## config.mk

```make
export PLATFORM = sky130hd
export DESIGN_NAME = ifetch_fill_ctrl
export DESIGN_NICKNAME = d
export VERILOG_FILES = /design/src/rtl/ifill_pkg.sv /design/src/rtl/ifill_path_dec.sv /design/src/rtl/ifill_buf_store.sv /design/src/rtl/ifill_bus_seq.sv /design/src/rtl/ifetch_fill_ctrl.sv
export SDC_FILE = /design/constraint.sdc
export NUM_CORES = 1
export LEC_CHECK = 0
export BUFFER_PORTS_ARGS = -buffer_cell sky130_fd_sc_hd__buf_4
export CAP_MARGIN = 20
export CORE_UTILIZATION = 50
export DETAILED_ROUTE_END_ITERATION = 10
export MAX_ROUTING_LAYER = met4
export PLACE_DENSITY = 0.8
export SYNTH_ARGS = -nofsm -noshare
export SYNTH_HDL_FRONTEND = slang
export SYNTH_HIERARCHICAL = 1
export SYNTH_SLANG_ARGS = --single-unit
```

## constraint.sdc

```tcl
create_clock -name clk -period 4.1 [get_ports clk]
set_input_delay 0.615 -clock clk [delete_from_list [all_inputs] [get_ports clk]]
set_output_delay 0.615 -clock clk [all_outputs]
set_load 0.02 [all_outputs]
```

## src/rtl/ifill_pkg.sv

```systemverilog
package ifill_pkg;
  localparam int LINE_WORDS = 4;
  localparam int WSEL_W     = $clog2(LINE_WORDS);
  localparam int OFS_W      = WSEL_W + 2;
  localparam int DATA_W     = 32;
  localparam int LINE_BITS  = LINE_WORDS * DATA_W;

  typedef enum logic [1:0] {SZ_WORD = 2'd0, SZ_LONG = 2'd1, SZ_LINE = 2'd2} bsize_e;
  typedef enum logic [1:0] {SRC_BUS = 2'd0, SRC_ARRAY = 2'd1, SRC_BUF = 2'd2} src_e;
  typedef enum logic [1:0] {PATH_DIRECT, PATH_CACHE, PATH_BUFONLY} path_e;
  typedef enum logic [1:0] {ST_IDLE, ST_LINE, ST_SINGLE} seq_e;

  // Longword slot written by beat n of a wrapping burst.
  function automatic logic [WSEL_W-1:0] beat_slot(input logic [WSEL_W-1:0] first,
                                                  input logic [WSEL_W-1:0] n);
    return first + n;
  endfunction

  // Single accesses: odd halfword target takes a word access.
  function automatic bsize_e single_size(input logic half_sel);
    return half_sel ? SZ_WORD : SZ_LONG;
  endfunction

  function automatic path_e pick_path(input logic cen, input logic ben, input logic cacheable);
    if (!cen)           return PATH_DIRECT;
    else if (cacheable) return PATH_CACHE;
    else if (ben)       return PATH_BUFONLY;
    else                return PATH_DIRECT;
  endfunction
endpackage

```

## src/rtl/ifill_path_dec.sv

```systemverilog
module ifill_path_dec
  import ifill_pkg::*;
(
  input  logic   cache_en,
  input  logic   buf_en,
  input  logic   cacheable,
  input  logic   half_sel,
  output path_e  path,
  output bsize_e one_size
);
  assign path     = pick_path(cache_en, buf_en, cacheable);
  assign one_size = single_size(half_sel);
endmodule

```

## src/rtl/ifill_buf_store.sv

```systemverilog
module ifill_buf_store
  import ifill_pkg::*;
#(
  parameter int LINE_W = 28
) (
  input  logic                  clk,
  input  logic                  rst_n,
  input  logic                  load,
  input  logic [LINE_W-1:0]     load_line,
  input  logic                  load_nc,
  input  logic                  beat_we,
  input  logic [WSEL_W-1:0]     beat_word,
  input  logic [DATA_W-1:0]     beat_data,
  input  logic                  mru_clr,
  input  logic [LINE_W-1:0]     look_line,
  input  logic [WSEL_W-1:0]     look_word,
  output logic                  look_hit,
  output logic [DATA_W-1:0]     look_data,
  output logic [LINE_W-1:0]     held_line,
  output logic                  held_mru,
  output logic                  held_nc,
  output logic                  held_loaded,
  output logic                  held_full,
  output logic [LINE_WORDS-1:0] held_vld,
  output logic [LINE_BITS-1:0]  held_flat
);
  logic [LINE_W-1:0] line_q;
  logic              mru_q, nc_q, loaded_q;

  for (genvar w = 0; w < LINE_WORDS; w++) begin : g_slot
    logic              slot_v;
    logic [DATA_W-1:0] slot_d;
    always_ff @(posedge clk or negedge rst_n) begin
      if (!rst_n) begin
        slot_v <= 1'b0;
        slot_d <= '0;
      end else if (load) begin
        slot_v <= 1'b0;
      end else if (beat_we && beat_word == WSEL_W'(w)) begin
        slot_v <= 1'b1;
        slot_d <= beat_data;
      end
    end
    assign held_vld[w]                    = slot_v;
    assign held_flat[w*DATA_W +: DATA_W]  = slot_d;
  end

  always_ff @(posedge clk or negedge rst_n) begin
    if (!rst_n) begin
      line_q   <= '0;
      mru_q    <= 1'b0;
      nc_q     <= 1'b0;
      loaded_q <= 1'b0;
    end else if (load) begin
      line_q   <= load_line;
      mru_q    <= 1'b1;
      nc_q     <= load_nc;
      loaded_q <= 1'b1;
    end else if (mru_clr) begin
      mru_q    <= 1'b0;
    end
  end

  assign held_line   = line_q;
  assign held_mru    = mru_q;
  assign held_nc     = nc_q;
  assign held_loaded = loaded_q;
  assign held_full   = &held_vld;
  assign look_hit    = loaded_q && (line_q == look_line) && held_vld[look_word];
  assign look_data   = held_flat[look_word*DATA_W +: DATA_W];
endmodule

```

## src/rtl/ifill_bus_seq.sv

```systemverilog
module ifill_bus_seq
  import ifill_pkg::*;
#(
  parameter int ADDR_W = 32
) (
  input  logic              clk,
  input  logic              rst_n,
  input  logic              go_line,
  input  logic              go_single,
  input  logic [ADDR_W-1:0] go_addr,
  input  bsize_e            go_size,
  input  logic              bus_rvalid,
  output seq_e              st,
  output logic              bus_req,
  output logic [ADDR_W-1:0] bus_addr,
  output bsize_e            bus_size,
  output logic              beat_we,
  output logic [WSEL_W-1:0] beat_word,
  output logic              beat_first,
  output logic              single_done
);
  localparam logic [WSEL_W-1:0] LAST_BEAT = WSEL_W'(LINE_WORDS - 1);

  seq_e              st_q;
  logic              req_q;
  logic [ADDR_W-1:0] addr_q;
  bsize_e            size_q;
  logic [WSEL_W-1:0] first_q, cnt_q;

  always_ff @(posedge clk or negedge rst_n) begin
    if (!rst_n) begin
      st_q    <= ST_IDLE;
      req_q   <= 1'b0;
      addr_q  <= '0;
      size_q  <= SZ_LONG;
      first_q <= '0;
      cnt_q   <= '0;
    end else begin
      req_q <= 1'b0;
      case (st_q)
        ST_IDLE: begin
          if (go_line) begin
            st_q    <= ST_LINE;
            req_q   <= 1'b1;
            addr_q  <= {go_addr[ADDR_W-1:2], 2'b00};
            size_q  <= SZ_LINE;
            first_q <= go_addr[OFS_W-1:2];
            cnt_q   <= '0;
          end else if (go_single) begin
            st_q   <= ST_SINGLE;
            req_q  <= 1'b1;
            addr_q <= go_addr;
            size_q <= go_size;
          end
        end
        ST_LINE: begin
          if (bus_rvalid) begin
            cnt_q <= cnt_q + 1'b1;
            if (cnt_q == LAST_BEAT) st_q <= ST_IDLE;
          end
        end
        ST_SINGLE: begin
          if (bus_rvalid) st_q <= ST_IDLE;
        end
        default: st_q <= ST_IDLE;
      endcase
    end
  end

  assign st          = st_q;
  assign bus_req     = req_q;
  assign bus_addr    = addr_q;
  assign bus_size    = size_q;
  assign beat_we     = (st_q == ST_LINE) && bus_rvalid;
  assign beat_word   = beat_slot(first_q, cnt_q);
  assign beat_first  = beat_we && (cnt_q == '0);
  assign single_done = (st_q == ST_SINGLE) && bus_rvalid;
endmodule

```

## src/rtl/ifetch_fill_ctrl.sv

```systemverilog
module ifetch_fill_ctrl
  import ifill_pkg::*;
#(
  parameter int ADDR_W    = 32,
  parameter bit SPLIT_IDX = 1'b0
) (
  input  logic                         clk,
  input  logic                         rst_n,
  input  logic                         cfg_cache_en,
  input  logic                         cfg_buf_en,
  input  logic                         fch_valid,
  input  logic [ADDR_W-1:0]            fch_addr,
  input  logic                         fch_cacheable,
  output logic                         fch_ready,
  output logic [31:0]                  fch_rdata,
  output logic [1:0]                   fch_src,
  input  logic                         ary_hit,
  input  logic [31:0]                  ary_rdata,
  output logic                         ary_we,
  output logic [ADDR_W-5:0]            ary_wline,
  output logic [127:0]                 ary_wdata,
  output logic                         bus_req,
  output logic [ADDR_W-1:0]            bus_addr,
  output logic [1:0]                   bus_size,
  input  logic                         bus_rvalid,
  input  logic [31:0]                  bus_rdata
);
  localparam int LINE_W  = ADDR_W - OFS_W;
  localparam int IDX_TOP = SPLIT_IDX ? 11 : 12;
  localparam int IDX_W   = IDX_TOP - OFS_W + 1;

  function automatic logic [IDX_W-1:0] idx_of(input logic [LINE_W-1:0] line);
    return line[IDX_W-1:0];
  endfunction

  // Named internal events, observed by the bound checker.
  path_e                 path;
  bsize_e                one_size, seq_size;
  seq_e                  st;
  logic [LINE_W-1:0]     fch_line, lfb_line;
  logic [WSEL_W-1:0]     fch_word, beat_word;
  logic                  lfb_mru, lfb_nc, lfb_loaded, lfb_full;
  logic [LINE_WORDS-1:0] lfb_vld;
  logic                  buf_hit;
  logic [DATA_W-1:0]     buf_word;
  logic                  beat_we, beat_first, single_done;
  logic                  seq_idle, seq_line, use_buf, ary_ok, buf_ok;
  logic                  pick_buf, pick_ary;
  logic                  serve_buf, serve_ary, miss_take, single_take, bus_done;
  logic                  mru_clr, commit_ok;
  src_e                  src;

  assign fch_line = fch_addr[ADDR_W-1:OFS_W];
  assign fch_word = fch_addr[OFS_W-1:2];

  ifill_path_dec u_dec (
    .cache_en (cfg_cache_en),
    .buf_en   (cfg_buf_en),
    .cacheable(fch_cacheable),
    .half_sel (fch_addr[1]),
    .path     (path),
    .one_size (one_size)
  );

  ifill_buf_store #(.LINE_W(LINE_W)) u_store (
    .clk        (clk),
    .rst_n      (rst_n),
    .load       (miss_take),
    .load_line  (fch_line),
    .load_nc    (path == PATH_BUFONLY),
    .beat_we    (beat_we),
    .beat_word  (beat_word),
    .beat_data  (bus_rdata),
    .mru_clr    (mru_clr),
    .look_line  (fch_line),
    .look_word  (fch_word),
    .look_hit   (buf_hit),
    .look_data  (buf_word),
    .held_line  (lfb_line),
    .held_mru   (lfb_mru),
    .held_nc    (lfb_nc),
    .held_loaded(lfb_loaded),
    .held_full  (lfb_full),
    .held_vld   (lfb_vld),
    .held_flat  (ary_wdata)
  );

  ifill_bus_seq #(.ADDR_W(ADDR_W)) u_seq (
    .clk        (clk),
    .rst_n      (rst_n),
    .go_line    (miss_take),
    .go_single  (single_take),
    .go_addr    (fch_addr),
    .go_size    (one_size),
    .bus_rvalid (bus_rvalid),
    .st         (st),
    .bus_req    (bus_req),
    .bus_addr   (bus_addr),
    .bus_size   (seq_size),
    .beat_we    (beat_we),
    .beat_word  (beat_word),
    .beat_first (beat_first),
    .single_done(single_done)
  );

  assign seq_idle = (st == ST_IDLE);
  assign seq_line = (st == ST_LINE);

  // Source selection: the buffer wins while it is the newer copy.
  assign use_buf   = (path != PATH_DIRECT);
  assign ary_ok    = (path == PATH_CACHE) && ary_hit;
  assign buf_ok    = use_buf && buf_hit;
  assign pick_buf  = buf_ok && (lfb_mru || !ary_ok);
  assign pick_ary  = ary_ok && !pick_buf;

  assign serve_buf   = fch_valid && (seq_idle || seq_line) && pick_buf;
  assign serve_ary   = fch_valid && seq_idle && pick_ary;
  assign miss_take   = fch_valid && seq_idle && use_buf && !pick_buf && !pick_ary;
  assign single_take = fch_valid && seq_idle && !use_buf;
  assign bus_done    = fch_valid && (beat_first || single_done);

  assign mru_clr   = serve_ary && lfb_loaded && (idx_of(fch_line) == idx_of(lfb_line));
  assign commit_ok = lfb_loaded && lfb_full && lfb_mru && !lfb_nc;

  assign ary_we    = miss_take && commit_ok;
  assign ary_wline = lfb_line;
  assign bus_size  = seq_size;
  assign fch_ready = bus_done || serve_buf || serve_ary;

  always_comb begin
    fch_rdata = ary_rdata;
    src       = SRC_ARRAY;
    if (bus_done) begin
      fch_rdata = bus_rdata;
      src       = SRC_BUS;
    end else if (serve_buf) begin
      fch_rdata = buf_word;
      src       = SRC_BUF;
    end
  end
  assign fch_src = src;
endmodule

```

# Word-level counts from Yosys, hierarchy flattened
# Index checks and enable logic that the tools add are counted.
# totals
ff_bits	204
latchBits	0
mem_bits_rw	0
mem_bits_ro	0
inputBits	104
output_inout_bits	227
elab_cells	132
memories	0
# op_classes
n_addsub	2
mul	0
n_div	0
order_cmp	1
n_eq_ne	15
shift	1
mux	36
n_bitwise	1
n_reduce_logical	58
# ops
op	n
32-bit 2-to-1 mux	4
128-bit by 8-bit variable part select with 32-bit output	1
28-bit equality test	1
1-bit logical AND	28
2-bit 2-to-1 mux	14
2-bit nonzero test	8
1-bit 2-to-1 mux	15
2-bit AND reduction	6
2-bit equality test (second input constant)	5
9-bit equality test	1
4-bit AND reduction	2
2-bit by 1-bit equality test with 1-bit output (second input constant)	3
2-bit logical NOT	3
2-bit case mux with 3 select lines	1
1-bit logical NOT	5
1-bit logical OR	5
2-bit by 1-bit != test with 1-bit output (second input constant)	2
2-bit != test (second input constant)	2
2-bit case mux with 2 select lines	1
2-bit by 3-bit less-than comparator with 1-bit output (second input constant)	1
3-bit by 1-bit != test with 1-bit output (second input constant)	1
3-bit AND reduction	1
2-bit by 1-bit adder with 2-bit output (second input constant)	1
2-bit adder	1
2 further kinds	2

# Depth between registers and ports, before layout
# depth
word_depth	15
depth_mapped	10
ltp_nobuf	9

# By module
# Netlist, hierarchy kept.
# by_module_without_submodules
mod	instances	cells_each	area_each_um2	seq_area_each_um2
ifill_buf_store	1	434	7186.9	4078.9
ifill_bus_seq	1	119	1860.5	1027.2
ifetch_fill_ctrl	1	105	842.1	0.0
ifill_path_dec	1	5	31.3	0.0

# Worst setup path after synthesis
# OpenSTA, ideal clock, no wires.
# synth_path
path_kind	input-to-reg
startpoint	input fch_addr[2]
endpoint	register u_seq.addr_q[10], in the netlist u_seq/bus_addr[10]
setup_time_ns	0.125
arrival_ns	3.109
required_time_ns	3.975
path_slack_ns	0.866
stages	10
n_path_buf	3
path_cell_list	buf_2 mux4_2 nand3_1 nor3_1 nor4_1 buf_2 nor2_8 nor2_8 buf_12 mux2_4
# synth_via
elab_chain_cells	11
word_cells_on_any_way	13
classes_between	mux: 3; reduce/logical: 10
# synth_rtl
element	line_no	rtl
start, declared	ifetch_fill_ctrl.sv:12	input logic [ADDR_W-1:0] fch_addr,
1-bit binary-select mux with 2-bit select *	ifill_buf_store.sv:69	assign look_hit = loaded_q && (line_q == look_line) && held_vld[look_word];
1-bit 2-to-1 mux (not written as such) *	ifill_buf_store.sv:69	
1-bit logical AND *	ifill_buf_store.sv:69	
named net buf_hit	ifetch_fill_ctrl.sv:44	logic buf_hit;
1-bit logical AND *	ifetch_fill_ctrl.sv:112	assign buf_ok = use_buf && buf_hit;
1-bit logical AND *	ifetch_fill_ctrl.sv:113	assign pick_buf = buf_ok && (lfb_mru || !ary_ok);
1-bit logical NOT *	ifetch_fill_ctrl.sv:114, ifetch_fill_ctrl.sv:118	
1-bit logical AND	ifetch_fill_ctrl.sv:114	assign pick_ary = ary_ok && !pick_buf;
1-bit logical NOT	ifetch_fill_ctrl.sv:118	assign miss_take = fch_valid && seq_idle && use_buf && !pick_buf && !pick_ary;
1-bit logical AND *	ifetch_fill_ctrl.sv:118	
named net miss_take	ifetch_fill_ctrl.sv:49	logic serve_buf, serve_ary, miss_take, single_take, bus_done;
2-bit nonzero test (no source line)	n/a	
2-bit AND reduction (no source line)	n/a	
end signal, assigned	ifill_bus_seq.sv:45	addr_q <= {go_addr[ADDR_W-1:2], 2'b00};
end signal, assigned	ifill_bus_seq.sv:52	addr_q <= go_addr;
end, declared	ifill_bus_seq.sv:26	logic [ADDR_W-1:0] addr_q;
# The timed path passes the listed nets; every way through them passes the cells marked *. The select of a mux whose other input is x is not followed.
# A chain may end at the register's enable or synchronous reset.

# Final worst setup path
# layout_path
startpoint	register u_store.line_q[2], in the netlist u_store/held_line[2]
endpoint	output fch_rdata[21]
# layout_via
elab_chain_cells	8
# layout_rtl
element	line_no	rtl
start, declared	ifill_buf_store.sv:27	logic [LINE_W-1:0] line_q;
start signal, assigned	ifill_buf_store.sv:55	line_q <= load_line;
28-bit equality test	ifill_buf_store.sv:69	
1-bit logical AND (2 in series)	ifill_buf_store.sv:69	
named net buf_hit	ifetch_fill_ctrl.sv:44	
1-bit logical AND	ifetch_fill_ctrl.sv:112	
1-bit logical AND	ifetch_fill_ctrl.sv:113	
1-bit logical AND	ifetch_fill_ctrl.sv:116	assign serve_buf = fch_valid && (seq_idle || seq_line) && pick_buf;
32-bit 2-to-1 mux	ifetch_fill_ctrl.sv:136	end else if (serve_buf) begin
32-bit 2-to-1 mux	ifetch_fill_ctrl.sv:133	if (bus_done) begin
end, declared	ifetch_fill_ctrl.sv:15	output logic [31:0] fch_rdata,
# The timed path passes the listed nets, and every way through them passes these cells.

==> impl_results.md <==
- Die area: 20300 sq um
- Final hold violations: 0
- Final period utilization: 94.6%
- Syn_nets: 766
- FF/Latch Area: 5110 sq um
- Max cap viols: 0
- Core box area: 19400 sq um
- DR WL/cell: 21.1 um
- Req. time, crit path: 3480 ps
- Post-CTS Setup Bufs: 0
- Design area: 13400 sq um
- Crit path time final: 3880 ps
- # hold bufs at CTS: 0
- Multi-input gate area: 4470 sq um
- TritonRoute pass-1 iters: 5
- GR Util All Layers: 27.0%
- Violation count after the first detailed-route iteration: 320
- CTS Buf Count: 23
- Cell Rows: 51
- IO Pins: 331
- Critical path launch point type: register
- Sinks on the clock net: 204
- WL final: 26900 um
- Share of cells above drive strength 1: 61.9%
- CTS root buffer: clkbuf_16
- Slowest CP cell: dfrtp_1
- Avg Cell Area, Syn: 15.0 sq um
- Initial core utilization: 51.0%
- CP arrival: 3270 ps
- CP Class: reg -> out
- Worst vdd ir: 0.000454 V
- Final worst setup slack: 220 ps
- Final net count: 1099
- CP cell instances: xor2_1 -> nor4_1 -> nand4_1 -> nor3_4 -> nand3b_1 -> o21ba_2 -> buf_12 -> a221o_1 -> buf_4
- Gpl congestion: 0.832
- Die height: 143 um
- Drc violations: 0
- Antenna cell count: 0
- Longest Clk Path Bufs: 3
- Max Freq: 258 MHz
- Final Max Slew Viols: 0
- Synth warn: 6
- Worst Setup End Kind: primary output
- Pwr Density: 853 nW/um^2
- Vias: 7025
- CTS H-tree lvls: 1
- Worst-Skew Late Latency: 500 ps
- Hold Crit Class: in -> async
- Final clock skew: 11.6 ps
- Largest net degree at the start of global routing: 106
- Dpl hpwl: 18600 um
- Setup TNS: 0 ps
- RSZ-0062 raised after global routing: no
- P_leak: 6.38 nW
- # port buffers: 330
- Dpl cell area: 12600 sq um
- Final ANT Viol Nets: 0
- Worst-path fanout max: 25
- Initial antenna violation count: 0
- Status: complete, no violations
- Setup-failing EPs final: 0
- Chip width: 143 um
- Area delta synth->final: 35.7%
- Max stage delay on crit path: 420 ps
- Cells after synthesis: 659
- Filler cells: 1432
- Netlist Area Pre-Place: 9890 sq um
- Dpl ws: 228 ps
- Hold slack final: 196 ps
- First-pass GRT wire length: 41000 um
- Worst Max-Slew Pin Slew: 840 ps
- Vias in the first global route: 7244
- CTS tree: built
- Worst slew margin: 44.0%
- Congestion Overflow GR: 0
- Post-DR vias/cell: 5.52
- Reg clk slew, reported paths: 60 ps
sequential cells by signal, indices dropped and copies added, names as in the netlist:
name                   count
u_seq/first_q              2
u_store/held_line         28
u_store/held_nc            1
u_store/held_mru           1
u_seq/bus_size             2
u_seq/cnt_q                2
u_seq/bus_req              1
u_seq/bus_addr            32
u_store/g_slot.slot_d    128
u_store/g_slot.slot_v      4
u_store/held_loaded        1
u_seq/st                   2
timing repair:
| action | 4_1_cts | 5_1_grt |
|---|---|---|
| cloned | 0 | 0 |
| endpoints found under the setup margin | 1 | 25 |
| resized for setup | 1 | 2 |
area by class of cell:
| cell class | count | share of cell area, % |
|---|---|---|
| inverter | 8 | 0.224 |
| clock inverter | 11 | 1.39 |
| sequential | 204 | 38.1 |
| tap | 265 | 2.47 |
| timing repair buffer | 347 | 19.8 |
| clock buffer | 29 | 4.76 |
| multi-input combinational | 408 | 33.3 |
power by group:
group / switching (mW) / internal, mW / leakage (nW)
registers: 0.827 / 2.99 / 2.52
logic: 2.67 / 2.74 / 3.46
clock network: 0.811 / 1.41 / 0.406
total: 4.31 / 7.13 / 6.38
critical path: cells and delay by family (launching register included):
| family | cells | cell delay (ps) |
|---|---|---|
| compound gates | 2 | 670 |
| xor+xnor | 1 | 180 |
| buf+inv | 2 | 370 |
| flops | 1 | 420 |
| simple gates | 4 | 1120 |
path summary, 6_finish.rpt:
check / from / endpoint / slack [ps] / cells past startpoint
max: u_store/held_line[2] / fch_rdata[21] / 220 / 9
min: rst_n / u_store/g_slot[0].slot_d[12] / 200 / 1
max reg2reg: u_store/held_line[2] / u_store/g_slot[0].slot_d[4] / 980 / 10
min reg2reg: u_store/g_slot[1].slot_v / u_store/g_slot[1].slot_v / 500 / 1
max in group asynchronous: rst_n / u_seq/bus_addr[14] / 2930 / 2
min in group clk: bus_rvalid / u_seq/st[0] / 350 / 2
metal layers:
layer / wire length [um] / GRT usage (%)
met2: 13700 / 45.0
met4: 752 / 8.89
met5: 0 / -
met1: 11000 / 34.2
met3: 1340 / 3.72
stage by stage:
stage          std cells  util [%]  power [mW]
5_1_grt             1272      69.2        11.9
4_1_cts             1272      69.1        11.5
2_1_floorplan        659         -        6.91
3_3_place_gp        1232      64.9        9.09
6_report            1272      69.2        11.4
3_5_place_dp        1232      64.9        9.22
layout by cell type (no fill, tap or decap), types with 6 or more instances in the layout:
| cell | instances |
|---|---|
| buf_4 | 342 |
| dfrtp_1 | 203 |
| mux2_2 | 156 |
| and2_1 | 33 |
| mux4_2 | 33 |
| a221o_1 | 32 |
| xor2_1 | 31 |
| mux2_4 | 29 |
| clkbuf_16 | 23 |
| o21ai_0 | 10 |
| nor4_1 | 8 |
| xnor2_1 | 8 |
| inv_1 | 7 |
| nand3_1 | 6 |
No activity file was read; power rests on OpenSTA's default activity.
